## src/rtl/irq_pkg.sv

```systemverilog
package irq_pkg;
    typedef enum logic [0:0] {
        ARB_IDLE  = 1'b0,
        ARB_OFFER = 1'b1
    } arb_state_t;

    localparam logic [1:0] RA_FLAG_CLR = 2'd0;
    localparam logic [1:0] RA_MASK     = 2'd1;
    localparam logic [1:0] RA_GIE      = 2'd2;
    localparam logic [1:0] RA_FLAG_SET = 2'd3;

    localparam int SLOT_RESET = 0;
    localparam int SLOT_NMI   = 1;
    localparam int SLOT_MASK0 = 2;
endpackage

```

## src/rtl/irq_edge_sync.sv

```systemverilog
module irq_edge_sync #(
    parameter int SYNC_STAGES = 2
) (
    input  logic clk,
    input  logic rst_n,
    input  logic line_n,
    output logic fell
);
    localparam int HW = SYNC_STAGES + 1;

    logic [HW-1:0] hist_q;

    always_ff @(posedge clk or negedge rst_n) begin
        if (!rst_n) hist_q <= '1;
        else        hist_q <= {hist_q[HW-2:0], line_n};
    end

    // oldest synchronized sample high, newer one low
    assign fell = hist_q[HW-1] & ~hist_q[HW-2];
endmodule

```

## src/rtl/irq_flag_bank.sv

```systemverilog
module irq_flag_bank
    import irq_pkg::*;
#(
    parameter int N = 7
) (
    input  logic         clk,
    input  logic         rst_n,
    input  logic [N-1:0] src_set,
    input  logic         wr_en,
    input  logic [1:0]   addr,
    input  logic [N-1:0] wr_data,
    input  logic [N-1:0] take_clr,
    input  logic         take_any,
    output logic [N-1:0] flags,
    output logic [N-1:0] mask,
    output logic         gie,
    output logic [N-1:0] rd_data
);
    logic [N-1:0] sw_clr, sw_set;

    assign sw_clr = (wr_en && addr == RA_FLAG_CLR) ? wr_data : '0;
    assign sw_set = (wr_en && addr == RA_FLAG_SET) ? wr_data : '0;

    always_ff @(posedge clk or negedge rst_n) begin
        if (!rst_n) begin
            flags <= '0;
            mask  <= '0;
            gie   <= 1'b0;
        end else begin
            // sets beat clears
            flags <= (flags & ~sw_clr & ~take_clr) | src_set | sw_set;
            if (wr_en && addr == RA_MASK) mask <= wr_data;
            if (take_any)                        gie <= 1'b0;
            else if (wr_en && addr == RA_GIE)    gie <= wr_data[0];
        end
    end

    always_comb begin
        unique case (addr)
            RA_MASK: rd_data = mask;
            RA_GIE:  rd_data = N'(gie);
            default: rd_data = flags;
        endcase
    end
endmodule

```

## src/rtl/irq_pick.sv

```systemverilog
module irq_pick
    import irq_pkg::*;
#(
    parameter int N      = 7,
    parameter int SLOT_W = 4
) (
    input  logic              rst_req,
    input  logic              nmi_pend,
    input  logic              busy,
    input  logic              gie,
    input  logic [N-1:0]      pend,
    output logic              valid,
    output logic [SLOT_W-1:0] slot
);
    always_comb begin
        valid = 1'b0;
        slot  = '0;
        if (rst_req) begin
            valid = 1'b1;
            slot  = SLOT_W'(SLOT_RESET);
        end else if (!busy) begin
            if (nmi_pend) begin
                valid = 1'b1;
                slot  = SLOT_W'(SLOT_NMI);
            end else if (gie) begin
                // descending scan: lowest index ends up chosen
                for (int i = N - 1; i >= 0; i--) begin
                    if (pend[i]) begin
                        valid = 1'b1;
                        slot  = SLOT_W'(i + SLOT_MASK0);
                    end
                end
            end
        end
    end
endmodule

```

## src/rtl/irq_arbiter.sv

```systemverilog
module irq_arbiter
    import irq_pkg::*;
#(
    parameter int N_EXT       = 3,
    parameter int N_INT       = 4,
    parameter int VEC_W       = 6,
    parameter int VEC_BASE    = 0,
    parameter int SYNC_STAGES = 2
) (
    input  logic                   clk,
    input  logic                   rst_n,
    input  logic                   rst_req,
    input  logic                   nmi_in,
    input  logic [N_EXT-1:0]       ext_n,
    input  logic [N_INT-1:0]       int_src,
    input  logic                   core_busy,
    input  logic                   reg_we,
    input  logic [1:0]             reg_addr,
    input  logic [N_EXT+N_INT-1:0] reg_wdata,
    output logic [N_EXT+N_INT-1:0] reg_rdata,
    output logic                   irq_req,
    output logic [VEC_W-1:0]       irq_vec,
    input  logic                   irq_ack
);
    localparam int N_SRC  = N_EXT + N_INT;
    localparam int SLOT_W = $clog2(N_SRC + SLOT_MASK0);

    logic [N_EXT-1:0]  ext_fell;
    logic [N_SRC-1:0]  flags, mask, take_clr;
    logic              gie, nmi_q, take_nmi, taken;
    logic              cand_valid;
    logic [SLOT_W-1:0] cand_slot, slot_q, slot_d;
    arb_state_t        state_q, state_d;

    for (genvar g = 0; g < N_EXT; g++) begin : g_ext
        irq_edge_sync #(.SYNC_STAGES(SYNC_STAGES)) u_sync (
            .clk    (clk),
            .rst_n  (rst_n),
            .line_n (ext_n[g]),
            .fell   (ext_fell[g])
        );
    end

    irq_flag_bank #(.N(N_SRC)) u_bank (
        .clk      (clk),
        .rst_n    (rst_n),
        .src_set  ({int_src, ext_fell}),
        .wr_en    (reg_we),
        .addr     (reg_addr),
        .wr_data  (reg_wdata),
        .take_clr (take_clr),
        .take_any (taken),
        .flags    (flags),
        .mask     (mask),
        .gie      (gie),
        .rd_data  (reg_rdata)
    );

    irq_pick #(.N(N_SRC), .SLOT_W(SLOT_W)) u_pick (
        .rst_req  (rst_req),
        .nmi_pend (nmi_q),
        .busy     (core_busy),
        .gie      (gie),
        .pend     (flags & mask),
        .valid    (cand_valid),
        .slot     (cand_slot)
    );

    // state register
    always_ff @(posedge clk or negedge rst_n) begin
        if (!rst_n) begin
            state_q <= ARB_IDLE;
            slot_q  <= '0;
            nmi_q   <= 1'b0;
        end else begin
            state_q <= state_d;
            slot_q  <= slot_d;
            nmi_q   <= (nmi_q & ~take_nmi) | nmi_in;
        end
    end

    // transitions
    always_comb begin
        state_d = state_q;
        slot_d  = slot_q;
        taken   = 1'b0;
        unique case (state_q)
            ARB_IDLE: begin
                if (cand_valid) begin
                    state_d = ARB_OFFER;
                    slot_d  = cand_slot;
                end
            end
            ARB_OFFER: begin
                if (irq_ack) begin
                    state_d = ARB_IDLE;
                    taken   = 1'b1;
                end
            end
            default: state_d = ARB_IDLE;
        endcase
    end

    // outputs
    always_comb begin
        irq_req  = (state_q == ARB_OFFER);
        irq_vec  = VEC_W'(VEC_BASE) + VEC_W'({slot_q, 1'b0});
        take_nmi = taken && (slot_q == SLOT_W'(SLOT_NMI));
        for (int i = 0; i < N_SRC; i++)
            take_clr[i] = taken && (slot_q == SLOT_W'(i + SLOT_MASK0));
    end


    vec_hold_chk: assert property (@(posedge clk) disable iff (!rst_n)
        irq_req && !irq_ack |=> irq_req && $stable(irq_vec));


    busy_defer_chk: assert property (@(posedge clk) disable iff (!rst_n)
        !irq_req && core_busy && !rst_req |=> !irq_req);


    ack_gie_chk: assert property (@(posedge clk) disable iff (!rst_n)
        irq_req && irq_ack |=> !gie);


    gie_gate_chk: assert property (@(posedge clk) disable iff (!rst_n)
        $rose(irq_req) && slot_q >= SLOT_W'(SLOT_MASK0) |-> $past(gie));


    reset_first_chk: assert property (@(posedge clk) disable iff (!rst_n)
        $rose(irq_req) && slot_q != SLOT_W'(SLOT_RESET) |-> !$past(rst_req));
endmodule

```

## config.mk

```make
export PLATFORM = sky130hd
export DESIGN_NAME = irq_arbiter
export DESIGN_NICKNAME = d
export VERILOG_FILES = /design/src/rtl/irq_pkg.sv /design/src/rtl/irq_edge_sync.sv /design/src/rtl/irq_flag_bank.sv /design/src/rtl/irq_pick.sv /design/src/rtl/irq_arbiter.sv
export SDC_FILE = /design/constraint.sdc
export NUM_CORES = 1
export LEC_CHECK = 0
export ABC_AREA = 1
export CORE_MARGIN = 1
export CORE_UTILIZATION = 48
export CTS_CLUSTER_DIAMETER = 40
export DETAILED_ROUTE_END_ITERATION = 8
export GPL_TIMING_DRIVEN = 0
export PLACE_DENSITY_LB_ADDON = 0.08
export SYNTH_ARGS = -nofsm -noshare
export SYNTH_HDL_FRONTEND = slang
export SYNTH_SLANG_ARGS = --single-unit
```

## constraint.sdc

```tcl
create_clock -name clk -period 1.5 [get_ports clk]
set_input_delay 0.3 -clock clk [delete_from_list [all_inputs] [get_ports clk]]
set_output_delay 0.3 -clock clk [all_outputs]
set_load 0.02 [all_outputs]
```

==> metrics, run 1 <==
outcome finished with violations; failing checks design-rule violations, negative hold slack; Hold Slack -0.00401 ns; mean post-synth cell area 8.78 sq um; max-cap viol count 0; CP Launch Type primary input; Synth area leader dfrtp_1; post-synthesis sequential area ratio 0.508; Cells after Synth 171; CP Cell Sequence buf_8, inv_4, ha_4, nand2_2, inv_4, a22o_1, buf_6; Leak Pwr 0.971 nW; Via density 5.44; Cell variety after synth 23; Crit path top cell by count inv_4; fin crit share 0.974; share of layout cells above drive strength 1 0.213; Fmax 684 MHz; First DRT Iteration DRCs 82; Avg WL per Cell 14.7 um; vias in the first global route 1344; Initial Util 0.526; Hold Buf Count CTS 0; Top delay family on crit path buffers and inverters; Post-synth top cells nand2_1 (46), inv_1 (27), dfrtp_1 (21); Area contributors post-synth dfrtp_1 (35%), dfstp_2 (16%), nand2_1 (12%); WL final 3.63 mm; Reg area 762 sq um; # rows 19; Post-synth ARST share 1.00; Slowest-stage cell, CP ha_4; slew margin rel. 0.562; CTS tree done; global-route usage over all layers 0.250; Final Hold Viols 7; final core occ 0.696; RSZ-0062 raised after global routing no; clk slew on worst S/H paths 0.10 ns; pin count of the biggest net entering global routing 31; diodes inserted 0; Yosys warning total 0; most common cell in the synthesized netlist nand2_1; antenna-violating nets left 0; H-tree Lvls 2; latest clock arrival within the worst-skew pair 0.33 ns; final instance area 1990 sq um; core area 2850 sq um; worst-case vdd ir drop 680 uV; IO Count 37; Die W 57.9 um; Yosys top cell area share 0.350; first-pass GRT wire length 6.21 mm; crit path max fanout 7; Final min period 1.46 ns; dominant synthesized flop cell dfrtp_1; setup violators final 0; die area 3360 sq um; Num CTS Buffers 5; post-DP HPWL 2.64 mm; Nets 242; first drt pass iteration count 6; clock root cell clkbuf_4; Placed Instances 237; final slew viol count 0; Post-route DRC 5; Worst EP arrival 1.16 ns; post-synthesis cell area 1500 sq um; critical path class in2out; CTS Buffer Depth 2; Power Density 992 nW/um^2; TritonCTS sink count 30; overall power 0.00197 W; Area Overhead vs Synth 32.3%; filler instances 250; vias after detailed routing 1344; total congestion overflow 0; Min-Delay Path Class in2async; placed cell area 1880 sq um; initial antenna violation count 0; area of the multi-input gates 646 sq um; skew final 0.0136 ns; IO Port Bufs 34; worst path required time 1.20 ns; Post-synth EDFFs 0; Setup crit end kind output port; WP buf/inv 4; worst-margin pin slew 0.657 ns; Yosys reg bits 30; Setup TNS 0 ns; delay of the slowest critical-path stage 0.28 ns; die height 57.9 um; Non-Filler Instances 247; GPL Wtd Cong 0.857
[timing repair]
action                                  CTS  global route
gates cloned                              0             0
buffers inserted                          3             0
gates resized for setup                  67             5
endpoints found under the setup margin   40             7
pin swaps                                 3             1
[where the power goes]
group	switching (W)	internal (W)
Combinational	0.000318	0.000243
Clock	0.000270	0.000178
Sequential	0.0000673	0.000896
[path summary, 6_finish.rpt]
path	start	endpoint	slack, ns	depth (start not counted)
min in group clk	g_ext[0].u_sync.hist_q[0]$_DFF_PN1_	g_ext[0].u_sync.hist_q[1]$_DFF_PN1_	0.37	0
max reg2reg	slot_q[0]$_DFFE_PN0P_	u_bank.flags[6]$_DFF_PN0_	0.15	6
max	reg_addr[0]	reg_rdata[1]	0.04	7
min reg2reg	g_ext[0].u_sync.hist_q[0]$_DFF_PN1_	g_ext[0].u_sync.hist_q[1]$_DFF_PN1_	0.37	0
min	rst_n	slot_q[1]$_DFFE_PN0P_	-0.004	1
max in group asynchronous	rst_n	u_bank.flags[1]$_DFF_PN0_	1.08	1
[per-stage QoR]
step / hold slack (ns) / setup WS (ns)
final: -0.00401 / 0.0387
after global placement: 0.346 / -1.01
after CTS: 0.361 / -0.0358
after global routing: 0.0326 / 0.00980
after detailed placement: 0.351 / -1.08
after floorplan: 0.00441 / 0.137
[cell families (layout without fill, tap and decap cells)]
kind of cell / after synthesis / count (layout) / synth area share
buffers and inverters: 30 / 74 / 0.0800
flip-flops: 30 / 30 / 0.507
adder cells (fa/ha/maj): 4 / 4 / 0.0333
other: 1 / 2 / 0.00250
AND/OR/NAND/NOR: 75 / 75 / 0.232
AO/OA/AOI/OAI: 31 / 31 / 0.145
[per-layer routing]
metal  routed length [um]  track usage  vias up
li1                     -            -      645
met2                 1830        0.419       35
met1                 1620        0.318      659
met4                   45       0.0918        0
met5                    0            0        -
met3                  140       0.0580        5
[cells in the final DEF, fill, tap and decap left out, drive strengths merged]
cell type,count
conb,2
nand3b,4
dfrtp,21
o21ai,11
buf,14
dlygate4sd2,5
nand3,8
o221ai,9
clkbuf,7
nor2,7
ha,4
nor3,1
nor4,1
dfstp,9
nand2,54
o21bai,1
inv,27
clkdlybuf4s50,19
clkinv,2
a22o,6
a21oi,3
a21boi,1
[layout make-up]
| class | count | share of cell area |
|---|---|---|
| inverters | 27 | 0.0573 |
| plain buffers | 3 | 0.00945 |
| clock buffers | 6 | 0.0208 |
| multi-input cells | 112 | 0.325 |
| flip-flops and latches | 30 | 0.384 |
| clock inverters | 2 | 0.00504 |
| well taps | 31 | 0.0195 |
| repair buffers | 36 | 0.179 |
[state kept, by name (all words and copies together) (netlist names)]
signal	count
slot_q	4
nmi_q	1
u_bank.gie	1
u_bank.mask	7
irq_req	1
u_bank.flags	7
g_ext.u_sync.hist_q	9
Note: power is estimated with default switching activity, not from simulation.
==> run 2, diff against run 1 <==
--- a/config.mk
+++ b/config.mk
@@ -8,7 +8,7 @@
 export ABC_AREA = 1
 export CORE_MARGIN = 1
 export CORE_UTILIZATION = 48
-export CTS_CLUSTER_DIAMETER = 40
+export CTS_CLUSTER_DIAMETER = 60
 export DETAILED_ROUTE_END_ITERATION = 8
 export GPL_TIMING_DRIVEN = 0
 export PLACE_DENSITY_LB_ADDON = 0.08
==> results of run 2 <==
Final layout, timing and power as in run 1 (identical DEF).
